[src/rtl/cpu_irq_arbiter.sv]
module cpu_irq_arbiter #(
  parameter int DW         = 8,
  parameter int AW         = 16,
  parameter int ACK_WAITS  = 2,
  parameter logic [AW-1:0] NMI_TARGET   = 16'h0066,
  parameter logic [AW-1:0] FIXED_TARGET = 16'h0038
) (
  input  logic          clk,
  input  logic          rst_n,
  input  logic          irq_n,
  input  logic          nmi_n,
  input  logic          end_of_instr,
  input  logic          cmd_ei,
  input  logic          cmd_di,
  input  logic          cmd_retn,
  input  logic          cmd_halt,
  input  logic          cmd_mode_set,
  input  logic [1:0]    cmd_mode,
  input  logic [DW-1:0] page_reg,
  input  logic [DW-1:0] vec_byte,
  output logic          ack_req,
  output logic          entry_valid,
  output logic [1:0]    entry_kind,
  output logic [AW-1:0] entry_addr,
  output logic [DW-1:0] entry_op,
  output logic          halt_n
);

  localparam int CW = $clog2(ACK_WAITS + 2);
  localparam logic [1:0] KIND_DIRECT = 2'd0;
  localparam logic [1:0] KIND_TABLE  = 2'd1;
  localparam logic [1:0] KIND_EXEC   = 2'd2;

  logic          iff1, iff2, halted, nmi_q, nmi_pend;
  logic [1:0]    mode, mode_cap;
  logic [CW-1:0] cnt;

  wire nmi_fall  = nmi_q & ~nmi_n;
  wire idle      = ~ack_req;
  wire take_nmi  = idle & end_of_instr & nmi_pend;
  wire take_irq  = idle & end_of_instr & ~nmi_pend & ~irq_n & iff1;
  wire ack_last  = ack_req & (cnt == CW'(ACK_WAITS));
  wire is_rst_op = (vec_byte[7:6] == 2'b11) & (vec_byte[2:0] == 3'b111);

  assign halt_n = ~halted;

  always_ff @(posedge clk) begin
    if (!rst_n) begin
      nmi_q    <= 1'b1;
      nmi_pend <= 1'b0;
    end else begin
      nmi_q    <= nmi_n;
      nmi_pend <= nmi_fall | (nmi_pend & ~take_nmi);
    end
  end

  always_ff @(posedge clk) begin
    if (!rst_n) begin
      iff1 <= 1'b0;
      iff2 <= 1'b0;
      mode <= 2'd0;
    end else begin
      if (take_nmi) begin
        iff2 <= iff1;
        iff1 <= 1'b0;
      end else if (take_irq || cmd_di) begin
        iff1 <= 1'b0;
        iff2 <= 1'b0;
      end else if (cmd_ei) begin
        iff1 <= 1'b1;
        iff2 <= 1'b1;
      end else if (cmd_retn) begin
        iff1 <= iff2;
      end
      if (cmd_mode_set) mode <= cmd_mode;
    end
  end

  always_ff @(posedge clk) begin
    if (!rst_n)                  halted <= 1'b0;
    else if (take_nmi || take_irq) halted <= 1'b0;
    else if (cmd_halt)           halted <= 1'b1;
  end

  always_ff @(posedge clk) begin
    if (!rst_n) begin
      ack_req  <= 1'b0;
      cnt      <= '0;
      mode_cap <= 2'd0;
    end else if (take_irq) begin
      ack_req  <= 1'b1;
      cnt      <= '0;
      mode_cap <= mode;
    end else if (ack_last) begin
      ack_req  <= 1'b0;
    end else if (ack_req) begin
      cnt      <= cnt + 1'b1;
    end
  end

  always_ff @(posedge clk) begin
    if (!rst_n) begin
      entry_valid <= 1'b0;
      entry_kind  <= KIND_DIRECT;
      entry_addr  <= '0;
      entry_op    <= '0;
    end else begin
      entry_valid <= take_nmi | ack_last;
      if (take_nmi) begin
        entry_kind <= KIND_DIRECT;
        entry_addr <= NMI_TARGET;
      end else if (ack_last) begin
        entry_op <= vec_byte;
        case (mode_cap)
          2'd0: begin
            if (is_rst_op) begin
              entry_kind <= KIND_DIRECT;
              entry_addr <= {{(AW-6){1'b0}}, vec_byte[5:3], 3'b000};
            end else begin
              entry_kind <= KIND_EXEC;
              entry_addr <= '0;
            end
          end
          2'd1: begin
            entry_kind <= KIND_DIRECT;
            entry_addr <= FIXED_TARGET;
          end
          default: begin
            entry_kind <= KIND_TABLE;
            entry_addr <= {page_reg, vec_byte};
          end
        endcase
      end
    end
  end


  nmi_target_chk: assert property (@(posedge clk) disable iff (!rst_n)
    take_nmi |=> entry_valid && entry_kind == KIND_DIRECT && entry_addr == NMI_TARGET);


  nmi_priority_chk: assert property (@(posedge clk) disable iff (!rst_n)
    (idle && end_of_instr && nmi_pend) |=> !ack_req);


  irq_enabled_chk: assert property (@(posedge clk) disable iff (!rst_n)
    $rose(ack_req) |-> $past(iff1) && !$past(irq_n));


  ack_report_chk: assert property (@(posedge clk) disable iff (!rst_n)
    $fell(ack_req) |-> entry_valid);


  ack_clears_ie_chk: assert property (@(posedge clk) disable iff (!rst_n)
    $rose(ack_req) |-> !iff1 && !iff2);


  halt_entry_chk: assert property (@(posedge clk) disable iff (!rst_n)
    $fell(halt_n) |-> $past(cmd_halt));

endmodule

[config.mk]
export PLATFORM = sky130hd
export DESIGN_NAME = cpu_irq_arbiter
export DESIGN_NICKNAME = d
export VERILOG_FILES = /design/src/rtl/cpu_irq_arbiter.sv
export SDC_FILE = /design/constraint.sdc
export NUM_CORES = 1
export LEC_CHECK = 0
export ABC_AREA = 1
export BUFFER_PORTS_ARGS = -buffer_cell sky130_fd_sc_hd__buf_2
export CORE_MARGIN = 10
export CORE_UTILIZATION = 40
export CTS_CLUSTER_DIAMETER = 30
export DETAILED_ROUTE_END_ITERATION = 16
export GPL_TIMING_DRIVEN = 0
export PLACE_DENSITY = 0.69
export SETUP_SLACK_MARGIN = 0.1
export SLEW_MARGIN = 40
export SYNTH_ARGS = -nofsm -noshare
export SYNTH_HDL_FRONTEND = slang
export SYNTH_SLANG_ARGS = --single-unit
[constraint.sdc]
create_clock -name clk -period 1.6 [get_ports clk]
set_input_delay 0.16 -clock clk [delete_from_list [all_inputs] [get_ports clk]]
set_output_delay 0.16 -clock clk [all_outputs]
set_load 0.005 [all_outputs]
==> run metrics <==
status=completed; Mapped Area=0.00150 mm²; Clock Sinks=39; post-synthesis sequential area ratio=52.2%; via count=1378; Avg WL per Cell=12.5 µm; Max Root-Sink Buffers=2; Synth Area per Inst=7.83 µm²; Inst Count DP=295; drt total wl=3780 µm; crit-path max FO=10; Setup Crit Path Kind=flop to flop; Yosys cell types=22; worst hold path class=input pin to flop; hold path cells=3; async set or reset register ratio after synthesis=0%; Worst Hold End=nmi_q$_SDFF_PN1_; share of cells above drive strength 1=31.4%; RSZ-0062 raised after global routing=false; Total GRT Usage=11.6%; Final #Nets=283; Skew-Pair Late Insertion Delay=290 ps; Post-Syn Instances=191; R2R Path Start=cnt[0]$_SDFFE_PP0P_; largest net degree at the start of global routing=12; type of origin of the critical path=flop; Final Hold Viols=0; final worst path period share=84.0%; net count after synthesis=220; n_diodes=0; Worst Max-Slew Pin Slew=322 ps; DRT antenna net count=0; CP required=1780 ps; Yosys Warn Count=0; number of H-tree levels=2; fin. max-slew vios=0; worst flop-to-flop path endpoint=entry_addr[6]$_SDFFE_PN0P_; Clock Pin Slew Worst Setup and Hold Paths=70 ps; IO Port Bufs=56; placed instance area=0.00184 mm²; Num CTS Buffers=5; Die Area=0.00658 mm²; FF-to-FF setup slack=260 ps; Die W=81.1 µm; Multi-input gate area=614 µm²; IO Count=57; Max Clock Skew=2.97 ps; CTS tree=built; Reg area=781 µm²; Overflow after GRT=0; reg2reg path depth=7; min Tclk post-route=1340 ps; total chip power=1850 µW; Leakage=0.000891 µW; fillcell total=394; setup TNS=0 ps; CP arrival=1520 ps; Detail Placement HPWL=2920 µm; Max Cap Violations=0; vias in the first global route=1270; hold_buf cts=0; core area=0.00363 mm²; Rel. slew slack=78.3%; Starting Density=41.2%; final setup vio count=0; row cnt=22; router iterations before antenna repair=4; Post-synth EDFFs=0; drc violations=0; final worst slack=255 ps; top_reg_cell synth=dfxtp_1; Post-Layout Cell Count=303; area grow syn2layout=29.6%; DP Worst Slack=226 ps; Fmax=744 MHz; clock root buffer=clkbuf_8; first-pass GRT wire length=5960 µm; initial antenna violation count=0; P per Cell Area=952 mW/mm²; vias per std cell=4.55; hold path start=nmi_n; die height=81.1 µm; CP Capture Type=flop; synthesized flop and latch total=39; RePlAce Congestion=0.760; Initial DRC Count=72; worst vdd ir=408 µV; finished layout cell area=0.00194 mm²
-- layout make-up --
cell class                      instances  area share, %
Tap cell                               48           3.10
Multi-Input combinational cell        131           31.7
Clock buffer                            8           5.16
Timing Repair Buffer                   56           14.5
Buffer                                  7           2.58
Inverter                               14           2.71
Sequential cell                        39           40.3
-- kinds of logic (layout without fill, tap and decap cells) --
group	after synthesis	in the layout	share of synthesized area, %
flops	39	39	52.2
simple gates	84	84	23.6
buf+inv	21	85	6.69
compound gates	45	45	16.1
fa+ha+maj	1	1	0.837
xor+xnor	1	1	0.586
-- sequential cells by signal, summed over array words and instances (netlist names), 2 cells and up --
register,count
cnt,2
entry_addr,16
entry_kind,2
entry_op,8
mode,2
mode_cap,2
-- worst max path at each step --
stage                        startpoint                          end  slack [ps]  cells after the start
floorplan           cnt[0]$_SDFFE_PP0P_   entry_addr[6]$_SDFFE_PN0P_         390                      7
global placement    cnt[0]$_SDFFE_PP0P_   entry_addr[6]$_SDFFE_PN0P_         260                      6
finish              cnt[0]$_SDFFE_PP0P_   entry_addr[6]$_SDFFE_PN0P_         260                      7
CTS                 cnt[0]$_SDFFE_PP0P_  entry_addr[12]$_SDFFE_PP0P_         200                      6
detailed placement  cnt[0]$_SDFFE_PP0P_  entry_addr[12]$_SDFFE_PP0P_         230                      6
global route        cnt[0]$_SDFFE_PP0P_   entry_addr[7]$_SDFFE_PP0P_         110                      6
-- Yosys cell counts, types with 2 or more instances --
cell type / n / share of area, %
dfxtp_1: 39 / 52
nand2_1: 36 / 9.0
nor2_1: 33 / 8.3
a21oi_1: 24 / 8.0
o21ai_0: 16 / 5.4
inv_1: 12 / 3.0
nand3_1: 6 / 2.0
buf_2: 5 / 1.7
nand2_2: 3 / 1.3
a21oi_2: 2 / 1.2
buf_6: 2 / 1.5
inv_2: 2 / 0.50
o211ai_1: 2 / 1.0
-- power by group --
part,switching [µW],internal [µW]
Sequential,10.9,991
Clock,321,393
Combinational,70.7,57.7
-- layer usage --
| layer | vias up | routed length (µm) | GRT usage, % |
|---|---|---|---|
| met2 | 32 | 1880 | 17.9 |
| met1 | 604 | 1580 | 13.5 |
| met4 | 0 | 62 | 5.71 |
| li1 | 737 | - | - |
| met3 | 5 | 258 | 5.08 |
| met5 | - | 0 | 0 |
-- per-stage QoR --
step / util [%] / hold WS, ps
2_1_floorplan: - / 257
3_3_place_gp: 50.5 / 349
3_5_place_dp: 50.5 / 358
4_1_cts: 53.3 / 54.9
5_1_grt: 53.3 / 61.2
6_report: 53.3 / 60.3
-- what timing repair did --
| action | CTS | global route |
|---|---|---|
| setup endpoints to repair | 0 | 1 |
| endpoints found under the hold margin | 0 | 0 |
| resized for setup | 0 | 1 |
| buffers inserted | 0 | 0 |
-- critical path: stages (launching register included) --
cell and delay, ps:
dfxtp_1 340, inv_1 50, ha_1 210, nand2_2 200, nor2_4 60, buf_6 140, a21oi_1 160, a21oi_2 70
-- cells in the final DEF (no fill, tap or decap), types with 2 or more instances in the layout --
master,count
inv_1,12
a21oi_1,24
nand2_2,3
dfxtp_1,39
nand3_1,6
inv_2,2
buf_6,2
o211ai_1,2
buf_2,60
o21ai_0,16
a21oi_2,2
nand2_1,36
nor2_1,33
clkbuf_8,7
No activity file was read; power rests on OpenSTA's default activity.
